$ cat config.mk
export PLATFORM = sky130hd
export DESIGN_NAME = xy_wormhole_outcalc
export DESIGN_NICKNAME = d
export VERILOG_FILES = /design/src/rtl/noc_xy_pkg.sv /design/src/rtl/xyoc_route_calc.sv /design/src/rtl/xyoc_wormhole_ctrl.sv /design/src/rtl/xyoc_out_lanes.sv /design/src/rtl/xy_wormhole_outcalc.sv
export SDC_FILE = /design/constraint.sdc
export NUM_CORES = 1
export LEC_CHECK = 0
export ABC_AREA = 1
export BUFFER_PORTS_ARGS = -buffer_cell sky130_fd_sc_hd__buf_2
export CAP_MARGIN = 20
export CORE_ASPECT_RATIO = 1.75
export CORE_MARGIN = 2
export CORE_UTILIZATION = 45
export CTS_BUF_LIST = sky130_fd_sc_hd__clkbuf_16
export DETAILED_ROUTE_END_ITERATION = 8
export PLACE_DENSITY_LB_ADDON = 0.08
export SYNTH_ARGS = -nofsm -noshare
export SYNTH_HDL_FRONTEND = slang
export SYNTH_SLANG_ARGS = --single-unit
$ cat constraint.sdc
create_clock -name clk -period 2.25 [get_ports clk]
set_input_delay 0.1125 -clock clk [delete_from_list [all_inputs] [get_ports clk]]
set_output_delay 0.1125 -clock clk [all_outputs]
set_load 0.03 [all_outputs]
$ cat src/rtl/noc_xy_pkg.sv
package noc_xy_pkg;

    localparam int unsigned NUM_DIRS = 5;
    localparam int unsigned NUM_OUTS = NUM_DIRS - 1;

    typedef enum logic [2:0] {
        DIR_N = 3'd0,
        DIR_E = 3'd1,
        DIR_S = 3'd2,
        DIR_W = 3'd3,
        DIR_L = 3'd4
    } dir_e;

    typedef enum logic [1:0] {
        KIND_RSVD = 2'b00,
        KIND_HEAD = 2'b01,
        KIND_BODY = 2'b10,
        KIND_TAIL = 2'b11
    } kind_e;

    // Decision of the control stage for one input cycle
    typedef struct packed {
        logic fwd;
        dir_e fwd_dir;
        logic held;
        dir_e held_dir;
        logic err;
    } steer_t;

    // Direction served by outgoing line k when the port's own direction is skipped
    function automatic dir_e lane_dir(int unsigned k, dir_e own);
        if (k < int'(own))
            return dir_e'(k);
        else
            return dir_e'(k + 1);
    endfunction

endpackage

$ cat src/rtl/xyoc_route_calc.sv
module xyoc_route_calc
    import noc_xy_pkg::*;
#(
    parameter int unsigned CW = 1
) (
    input  logic [CW-1:0] my_x,
    input  logic [CW-1:0] my_y,
    input  logic [CW-1:0] dst_x,
    input  logic [CW-1:0] dst_y,
    output dir_e          dir
);
    always_comb begin
        if (dst_x > my_x)
            dir = DIR_E;
        else if (dst_x < my_x)
            dir = DIR_W;
        else if (dst_y > my_y)
            dir = DIR_S;
        else if (dst_y < my_y)
            dir = DIR_N;
        else
            dir = DIR_L;
    end
endmodule

$ cat src/rtl/xyoc_wormhole_ctrl.sv
module xyoc_wormhole_ctrl
    import noc_xy_pkg::*;
#(
    parameter dir_e OWN_DIR = DIR_L
) (
    input  logic   clk,
    input  logic   rst,
    input  logic   in_vld,
    input  kind_e  kind,
    input  dir_e   hdr_dir,
    output steer_t steer
);
    logic lock_on;
    dir_e lock_dir;
    logic nxt_lock;
    dir_e nxt_dir;

    always_comb begin
        steer.fwd      = 1'b0;
        steer.fwd_dir  = lock_dir;
        steer.held     = lock_on;
        steer.held_dir = lock_dir;
        steer.err      = 1'b0;
        nxt_lock       = lock_on;
        nxt_dir        = lock_dir;
        if (in_vld) begin
            unique case (kind)
                KIND_HEAD: begin
                    if (lock_on || hdr_dir == OWN_DIR) begin
                        steer.err = 1'b1;
                    end else begin
                        steer.fwd     = 1'b1;
                        steer.fwd_dir = hdr_dir;
                        nxt_lock      = 1'b1;
                        nxt_dir       = hdr_dir;
                    end
                end
                KIND_BODY: begin
                    if (lock_on) steer.fwd = 1'b1;
                    else         steer.err = 1'b1;
                end
                KIND_TAIL: begin
                    if (lock_on) begin
                        steer.fwd = 1'b1;
                        nxt_lock  = 1'b0;
                    end else begin
                        steer.err = 1'b1;
                    end
                end
                default: steer.err = 1'b1;
            endcase
        end
    end

    always_ff @(posedge clk) begin
        if (rst) begin
            lock_on  <= 1'b0;
            lock_dir <= DIR_L;
        end else begin
            lock_on  <= nxt_lock;
            lock_dir <= nxt_dir;
        end
    end
endmodule

$ cat src/rtl/xyoc_out_lanes.sv
module xyoc_out_lanes
    import noc_xy_pkg::*;
#(
    parameter int unsigned FW      = 8,
    parameter dir_e        OWN_DIR = DIR_L
) (
    input  logic                   clk,
    input  logic                   rst,
    input  steer_t                 steer,
    input  logic [FW-1:0]          flit,
    output logic [NUM_OUTS-1:0]    vld,
    output logic [NUM_OUTS-1:0]    req,
    output logic [NUM_OUTS*FW-1:0] flits,
    output logic                   err
);
    for (genvar k = 0; k < NUM_OUTS; k++) begin : g_lane
        localparam dir_e LANE_DIR = lane_dir(k, OWN_DIR);
        logic hit_fwd;
        logic hit_held;

        assign hit_fwd  = steer.fwd  && (steer.fwd_dir  == LANE_DIR);
        assign hit_held = steer.held && (steer.held_dir == LANE_DIR);

        always_ff @(posedge clk) begin
            if (rst) begin
                vld[k]             <= 1'b0;
                req[k]             <= 1'b0;
                flits[k*FW +: FW]  <= '0;
            end else begin
                vld[k] <= hit_fwd;
                req[k] <= steer.fwd ? hit_fwd : hit_held;
                if (hit_fwd)
                    flits[k*FW +: FW] <= flit;
            end
        end
    end

    always_ff @(posedge clk) begin
        if (rst) err <= 1'b0;
        else     err <= steer.err;
    end
endmodule

$ cat src/rtl/xy_wormhole_outcalc.sv
module xy_wormhole_outcalc
    import noc_xy_pkg::*;
#(
    parameter int unsigned FW      = 8,
    parameter int unsigned CW      = 1,
    parameter dir_e        OWN_DIR = DIR_L
) (
    input  logic            clk,
    input  logic            rst,
    input  logic            in_vld,
    input  logic [FW-1:0]   in_flit,
    input  logic [CW-1:0]   my_x,
    input  logic [CW-1:0]   my_y,
    output logic [3:0]      out_vld,
    output logic [3:0]      out_req,
    output logic [4*FW-1:0] out_flit,
    output logic            err
);
    kind_e  kind;
    dir_e   hdr_dir;
    steer_t steer;

    assign kind = kind_e'(in_flit[FW-1 -: 2]);

    xyoc_route_calc #(.CW(CW)) u_route (
        .my_x  (my_x),
        .my_y  (my_y),
        .dst_x (in_flit[CW-1:0]),
        .dst_y (in_flit[2*CW-1:CW]),
        .dir   (hdr_dir)
    );

    xyoc_wormhole_ctrl #(.OWN_DIR(OWN_DIR)) u_ctrl (
        .clk     (clk),
        .rst     (rst),
        .in_vld  (in_vld),
        .kind    (kind),
        .hdr_dir (hdr_dir),
        .steer   (steer)
    );

    xyoc_out_lanes #(.FW(FW), .OWN_DIR(OWN_DIR)) u_lanes (
        .clk   (clk),
        .rst   (rst),
        .steer (steer),
        .flit  (in_flit),
        .vld   (out_vld),
        .req   (out_req),
        .flits (out_flit),
        .err   (err)
    );
endmodule

==> results of run 1 <==
[worst max-delay path by stage]
stage                                      startpoint                            end  slack (ns)  depth (start not counted)
final                     u_ctrl.lock_on$_SDFFE_PP0P_  u_lanes.flits[4]$_SDFFE_PP0P_        0.38                          8
after floorplan                            in_flit[0]  u_lanes.flits[0]$_SDFFE_PP0P_        0.63                         12
after CTS                 u_ctrl.lock_on$_SDFFE_PP0P_  u_lanes.flits[4]$_SDFFE_PP0P_        0.39                          8
after global placement                     in_flit[0]  u_lanes.flits[4]$_SDFFE_PP0P_        0.25                         13
after detailed placement                   in_flit[0]  u_lanes.flits[4]$_SDFFE_PP0P_        0.24                         13
after global routing      u_ctrl.lock_on$_SDFFE_PP0P_  u_lanes.flits[8]$_SDFFE_PP0P_        0.16                          8
[through the flow]
step	utilization [%]	instance area, µm²	hold WS [ns]	total power, W	setup WS [ns]
after detailed placement	52.3	2280	0.448	0.00101	0.236
after CTS	56.1	2450	0.155	0.00181	0.390
after global routing	56.1	2450	0.170	0.00188	0.162
after global placement	52.3	2280	0.452	0.00101	0.255
after floorplan	-	2010	0.189	0.000965	0.625
final	56.1	2450	0.153	0.00180	0.379
[logic make-up (layout without fill, tap and decap cells)]
family | Yosys count | after routing | synth area share [%]
flops | 45 | 45 | 44.8
buf+inv | 28 | 81 | 6.78
simple gates | 188 | 188 | 44.5
compound gates | 7 | 7 | 2.11
fa+ha+maj | 3 | 3 | 1.87
[placed cells by master (no fill, tap or decap), drive strengths merged, types with 2 or more instances in the layout]
cell type  synthesis  final
clkinv             1      2
ha                 3      3
nor2              80     80
dfxtp             45     45
nor3               2      2
nand3             34     34
clkbuf             4      5
nand2             64     64
nand4              8      8
buf                5     54
inv               18     18
o22ai              4      4
[power by group through the flow]
stage / Sequential (W) / Combinational, W / Clock, W
after global placement: 0.000830 / 0.000176 / 0
after CTS: 0.000812 / 0.000177 / 0.000821
final: 0.000812 / 0.000176 / 0.000810
after floorplan: 0.000839 / 0.000127 / 0
after global routing: 0.000812 / 0.000196 / 0.000870
after detailed placement: 0.000830 / 0.000176 / 0
[sequential cells by signal, indices dropped and copies added (netlist names)]
| name | flops |
|---|---|
| u_ctrl.lock_dir | 3 |
| u_ctrl.lock_on | 1 |
| u_lanes.err | 1 |
| u_lanes.flits | 32 |
| u_lanes.req | 4 |
| u_lanes.vld | 4 |
[layout make-up]
class | count | share of cell area, %
inverter | 19 | 2.91
clock buffer | 5 | 5.11
multi-input combinational | 198 | 39.8
timing repair buffer | 54 | 11.1
clock inverter | 3 | 1.69
sequential | 45 | 36.8
tap | 51 | 2.60
[metal layers]
layer  vias up  GRT usage (%)  wire length, µm  part of all wire [%]
met5         -              0                0                     0
met4         0           7.92               65                   1.4
met3         7           3.87              173                   3.7
met2        42           38.1             2660                    57
met1       853           22.4             1790                    38
li1        962              -                -                     -
==> summary.txt, run 1 <==
Route
  • Total iterations of the first detailed-routing run: 4
  • Final ANT Viol Nets: 0
  • Routed length per instance: about 13 µm
  • Initial DRC Count: 25
  • DRC viols: 0
  • Via Count: ~1,900
  • Via/cell ratio: about 5.0
  • Aggregate routed wire length: around 4.7 mm

Power and ir drop
  • Clock Power Share: 45.0%
  • Reg power frac: 45.1%
  • Combinational power share: approximately a tenth
  • Cell internal pwr: ~0.0014 W
  • Sw frac: 23.6%
  • LEAKAGE: between 1 and 1.5 nW
  • Worst VDD drop: ~0.55 mV
  • Power per Cell Area: between 700 and 800 nW/µm²
  • Switch Pwr: around 0.00042 W

Synth
  • Seq cells post-synth: 45
  • Synth warn: 0
  • Post-synthesis instance area: about 2000 µm²
  • Syn Nets: 287
  • Synth area leaders: dfxtp_1, nor2_1, nand2_1
  • Cell count after synthesis: approximately 270
  • EDFF count, synth: 0
  • Seq/Total Area, Yosys: 44.8%
  • Avg Cell Area, Syn: 7.42 µm²
  • Post-synth top area share: around 45%
  • Synth area leader: dfxtp_1
  • List of most frequent post-synthesis cells: nor2_1, nand2_1, dfxtp_1, nand3_1, inv_1
  • Synth unique cells: 23
  • Main synth FF type: dfxtp_1
  • Most numerous cell in the Yosys netlist: nor2_1
  • Asr flop ratio synth: 0%

Cells and area
  • # diodes: 0
  • Sequential cell area: 901 µm²
  • Area Overhead vs Synth: 21.8%
  • Fillers: around 450
  • Final std cells w/o fill: roughly 380
  • Share of layout cells above drive strength 1: a little over a quarter
  • Area of the multi-input gates: a little under 1000 µm²
  • Final net count: roughly 340

STA
  • Final hold violations: 0
  • Final period util: between 80% and 90%
  • Final setup viols: 0
  • Post-route minimum period: between 1.5 and 2 ns
  • Setup_tns: 0 ns
  • Clk_skew: between 0.007 and 0.008 ns
  • Slew of the pin with the lowest slew margin: 0.437 ns
  • RSZ-0062 raised after global routing: no
  • Final Slew Violations: 0
  • Slew HR: between 70% and 80%
  • Fmax: 534 MHz

Clock network
  • Longest Clk Path Bufs: 2
  • CTS tree: yes
  • Post-CTS Repair Setup Buffers: 0
  • Hold_buf cts: 0
  • CTS Buf Count: 5
  • Worst-Skew Late Latency: about 0.28 ns
  • Max H-tree Level: 2
  • Clock-pin slew on the worst setup and hold paths: approximately 0.060 ns
  • Root buf cell: clkbuf_16
  • Post-CTS sizing: 0
  • # clock sinks: 45

Placement
  • # placed instances: approximately 370
  • Buffers on Ports: 53
  • DP HPWL: 3.56 mm
  • GP Congestion: a little over 0.8

Critical path
  • Worst EP arrival: 2.06 ns
  • Worst r2r src: u_ctrl.lock_on$_SDFFE_PP0P_
  • CP Cell Sequence: nor3_4 > nand3_4 > nand2_1 > nand2_1 > nor2_4 > nand3_1 > nand2_1 > nor2_1
  • CP max stage cell: nor3_4
  • Critical path class: register to register
  • Crit-path max cell delay: 0.39 ns
  • Register-to-Register Path Depth: 8
  • Worst R2R End: u_lanes.flits[4]$_SDFFE_PP0P_
  • Bufs and invs on worst path: 0
  • Critical Path Most Common Cell: nand2_1
  • Reg2reg setup slack: around 0.38 ns
  • Cell family with most CP delay: simple AND/OR/NAND/NOR gates
  • CP Data Required Time: approximately 2.4 ns
  • Worst Setup Start Kind: register
  • CP endpoint kind: register
  • Max FO, Critical Path: 18

Worst hold path
  • Hold Crit Class: input pin to register
  • Hold path cells: 2
  • Hold EP: u_ctrl.lock_dir[0]$_SDFFE_PP0P_
  • Hold path startpoint: rst

Global route
  • Number of antenna violations at the first check in global routing: 0
  • Tot GR Track Use: a little over a fifth
  • Grt ovf: 0
  • First-pass GRT wire length: just under 8 mm
  • Largest net degree at the start of global routing: 36
  • Vias in the first global route: between 1,500 and 2,000

Outcome
  • Status: completed

Floorplan
  • Die height: ~92 µm
  • Ports: 54
  • Starting Density: 46.1%
  • DIE WIDTH: roughly 55 µm
  • Row count: 32
  • Core Area: between 4000 and 5000 µm²
  • Die area: a little over 5000 µm²

Run
  • Max-Cap Viols: 0
Note: power is estimated with default switching activity, not from simulation.
==> inputs of run 2 (changes only) <==
==> constraint.sdc (replaced) <==
create_clock -name clk -period 1.9 [get_ports clk]
set_input_delay 0.095 -clock clk [delete_from_list [all_inputs] [get_ports clk]]
set_output_delay 0.095 -clock clk [all_outputs]
set_load 0.03 [all_outputs]
==> summary.txt, run 2 (synthesized netlist as in run 1, its figures left out) <==
Clock network
  • Longest Clk Path Bufs: 2
  • CTS tree: yes
  • Worst-Skew Late Latency: roughly 0.28 ns
  • CTS Buf Count: 5
  • # clock sinks: 45
  • Max H-tree Level: 2
  • Root buf cell: clkbuf_16
  • Hold_buf cts: 0
  • Clock-pin slew on the worst setup and hold paths: about 0.06 ns

STA
  • RSZ-0062 raised after global routing: no
  • Fmax: 606 MHz
  • Final period util: between 80% and 90%
  • Setup_tns: 0 ns
  • Post-route minimum period: 1.65 ns
  • Slew HR: 71.0%
  • Final hold violations: 0
  • Final Slew Violations: 0
  • Slew of the pin with the lowest slew margin: between 0.4 and 0.5 ns
  • Clk_skew: between 0.003 and 0.004 ns
  • Final setup viols: 0

Critical path
  • Reg2reg setup slack: between 0.2 and 0.3 ns
  • Worst R2R End: u_lanes.flits[4]$_SDFFE_PP0P_
  • Max FO, Critical Path: 14
  • CP endpoint kind: register
  • Register-to-Register Path Depth: 10
  • CP Data Required Time: roughly 2.1 ns
  • Worst EP arrival: approximately 1.8 ns
  • Worst Setup Start Kind: register
  • Worst r2r src: u_ctrl.lock_on$_SDFFE_PP0P_
  • Critical path class: register to register

Power and ir drop
  • LEAKAGE: ~1.2 nW
  • Power per Cell Area: between 700 and 800 nW/µm²
  • Worst VDD drop: roughly 0.62 mV

Route
  • DRC viols: 0
  • Total iterations of the first detailed-routing run: 4
  • Via Count: approximately 1,900
  • Final ANT Viol Nets: 0
  • Aggregate routed wire length: 4.63 mm
  • Via/cell ratio: between 4 and 5
  • Initial DRC Count: 32
  • Routed length per instance: about 12 µm

Global route
  • Largest net degree at the start of global routing: 20
  • Grt ovf: 0
  • Met2 Track Usage GR: between 30% and 40%
  • First-pass GRT wire length: 7.77 mm
  • GR met3 Demand/Resource: around 2.9%
  • Tot GR Track Use: 20.9%
  • Met1 GRT Util: between 20% and 30%
  • Vias in the first global route: 1,797
  • Number of antenna violations at the first check in global routing: 0
  • Busiest grt layer: met2

Cells and area
  • Final net count: around 350
  • Fin area: 2540 µm²
  • Reg with most FFs: u_lanes.flits
  • Area Overhead vs Synth: 26.2%
  • Final std cells w/o fill: 384
  • # diodes: 0
  • Commonest cells after routing, fill and taps aside: nor2_1, buf_2, nand2_1
  • Share of layout cells above drive strength 1: between 20 and 30%
  • Most common cell after layout, fill and taps aside: nor2_1
  • Max FFs per register: 32
  • Top Registers: u_lanes.flits x32, u_lanes.req x4, u_lanes.vld x4

Placement
  • # placed instances: between 300 and 400
  • Buffers on Ports: 53
  • Placed cell area: 2390 µm²
  • DP HPWL: around 3.6 mm
  • GP Congestion: ~0.83

Worst hold path
  • Hold path cells: 2
  • Hold Crit Class: input pin to register
  • Hold path startpoint: rst
  • Hold EP: u_ctrl.lock_dir[1]$_SDFFE_PP0P_

Floorplan
  • Ports: between 50 and 60
  • Die area: about 5000 µm²
  • Starting Density: between 40% and 50%
  • DIE WIDTH: ~55 µm
  • Row count: 32
  • Die height: about 90 µm
  • Core Area: about 4400 µm²

Outcome
  • Status: completed

Run
  • Max-Cap Viols: 0
[run 2: power by group]
part | internal, W | total, W | switching, W
Clock | 0.000475 | 0.000805 | 0.000330
Combinational | 0.0000815 | 0.000234 | 0.000152
Sequential | 0.000954 | 0.000961 | 0.00000699
Total | 0.00151 | 0.00200 | 0.000490
[run 2: worst max path at each step]
stage                                            from                        endpoint  slack, ns  cells past startpoint
after CTS                 u_ctrl.lock_on$_SDFFE_PP0P_   u_lanes.flits[4]$_SDFFE_PP0P_       0.16                      9
after floorplan                            in_flit[0]   u_lanes.flits[0]$_SDFFE_PP0P_       0.29                     12
after detailed placement                   in_flit[0]  u_lanes.flits[12]$_SDFFE_PP0P_       0.08                     13
after global routing      u_ctrl.lock_on$_SDFFE_PP0P_   u_lanes.flits[4]$_SDFFE_PP0P_       0.08                     10
final                     u_ctrl.lock_on$_SDFFE_PP0P_   u_lanes.flits[4]$_SDFFE_PP0P_       0.25                     10
after global placement                     in_flit[0]  u_lanes.flits[14]$_SDFFE_PP0P_       0.11                     13
[run 2: final cells by class]
| class | count | area (µm²) |
|---|---|---|
| Tap cell | 51 | 63.8 |
| Clock inverter | 3 | 12.5 |
| Sequential cell | 45 | 901 |
| Fill cell | 462 | 1830 |
| Clock buffer | 5 | 125 |
| Inverter | 19 | 71.3 |
| Multi-Input combinational cell | 198 | 975 |
| Timing Repair Buffer | 63 | 390 |
[run 2: timing repair]
action,CTS,global route
endpoints found under the setup margin,0,8
gates resized for setup,0,0
buffers inserted,0,2
[run 2: worst max-delay path, cell delays in order, from the launching register on]
cell	delay, ns
dfxtp_1	0.37
nor3_4	0.19
buf_4	0.15
nand3_4	0.11
nand2_1	0.09
nand2_2	0.08
nor2_4	0.16
buf_12	0.16
nand3_1	0.11
nand2_1	0.09
nor2_1	0.04
[run 2: layer usage]
layer,share of wire [%],vias up
met5,0,-
met4,3.4,0
met3,3.6,13
met2,55,39
met1,38,825
li1,-,978
[run 2: per-stage QoR]
stage                     worst slack (ns)  hold slack (ns)  total power (W)  util, %
after global routing                0.0844            0.174          0.00209     58.2
after floorplan                      0.293            0.172          0.00114        -
after detailed placement            0.0751            0.426          0.00121     54.7
after global placement               0.110            0.425          0.00121     54.7
final                                0.250            0.144          0.00200     58.2
after CTS                            0.163            0.142          0.00202     57.8
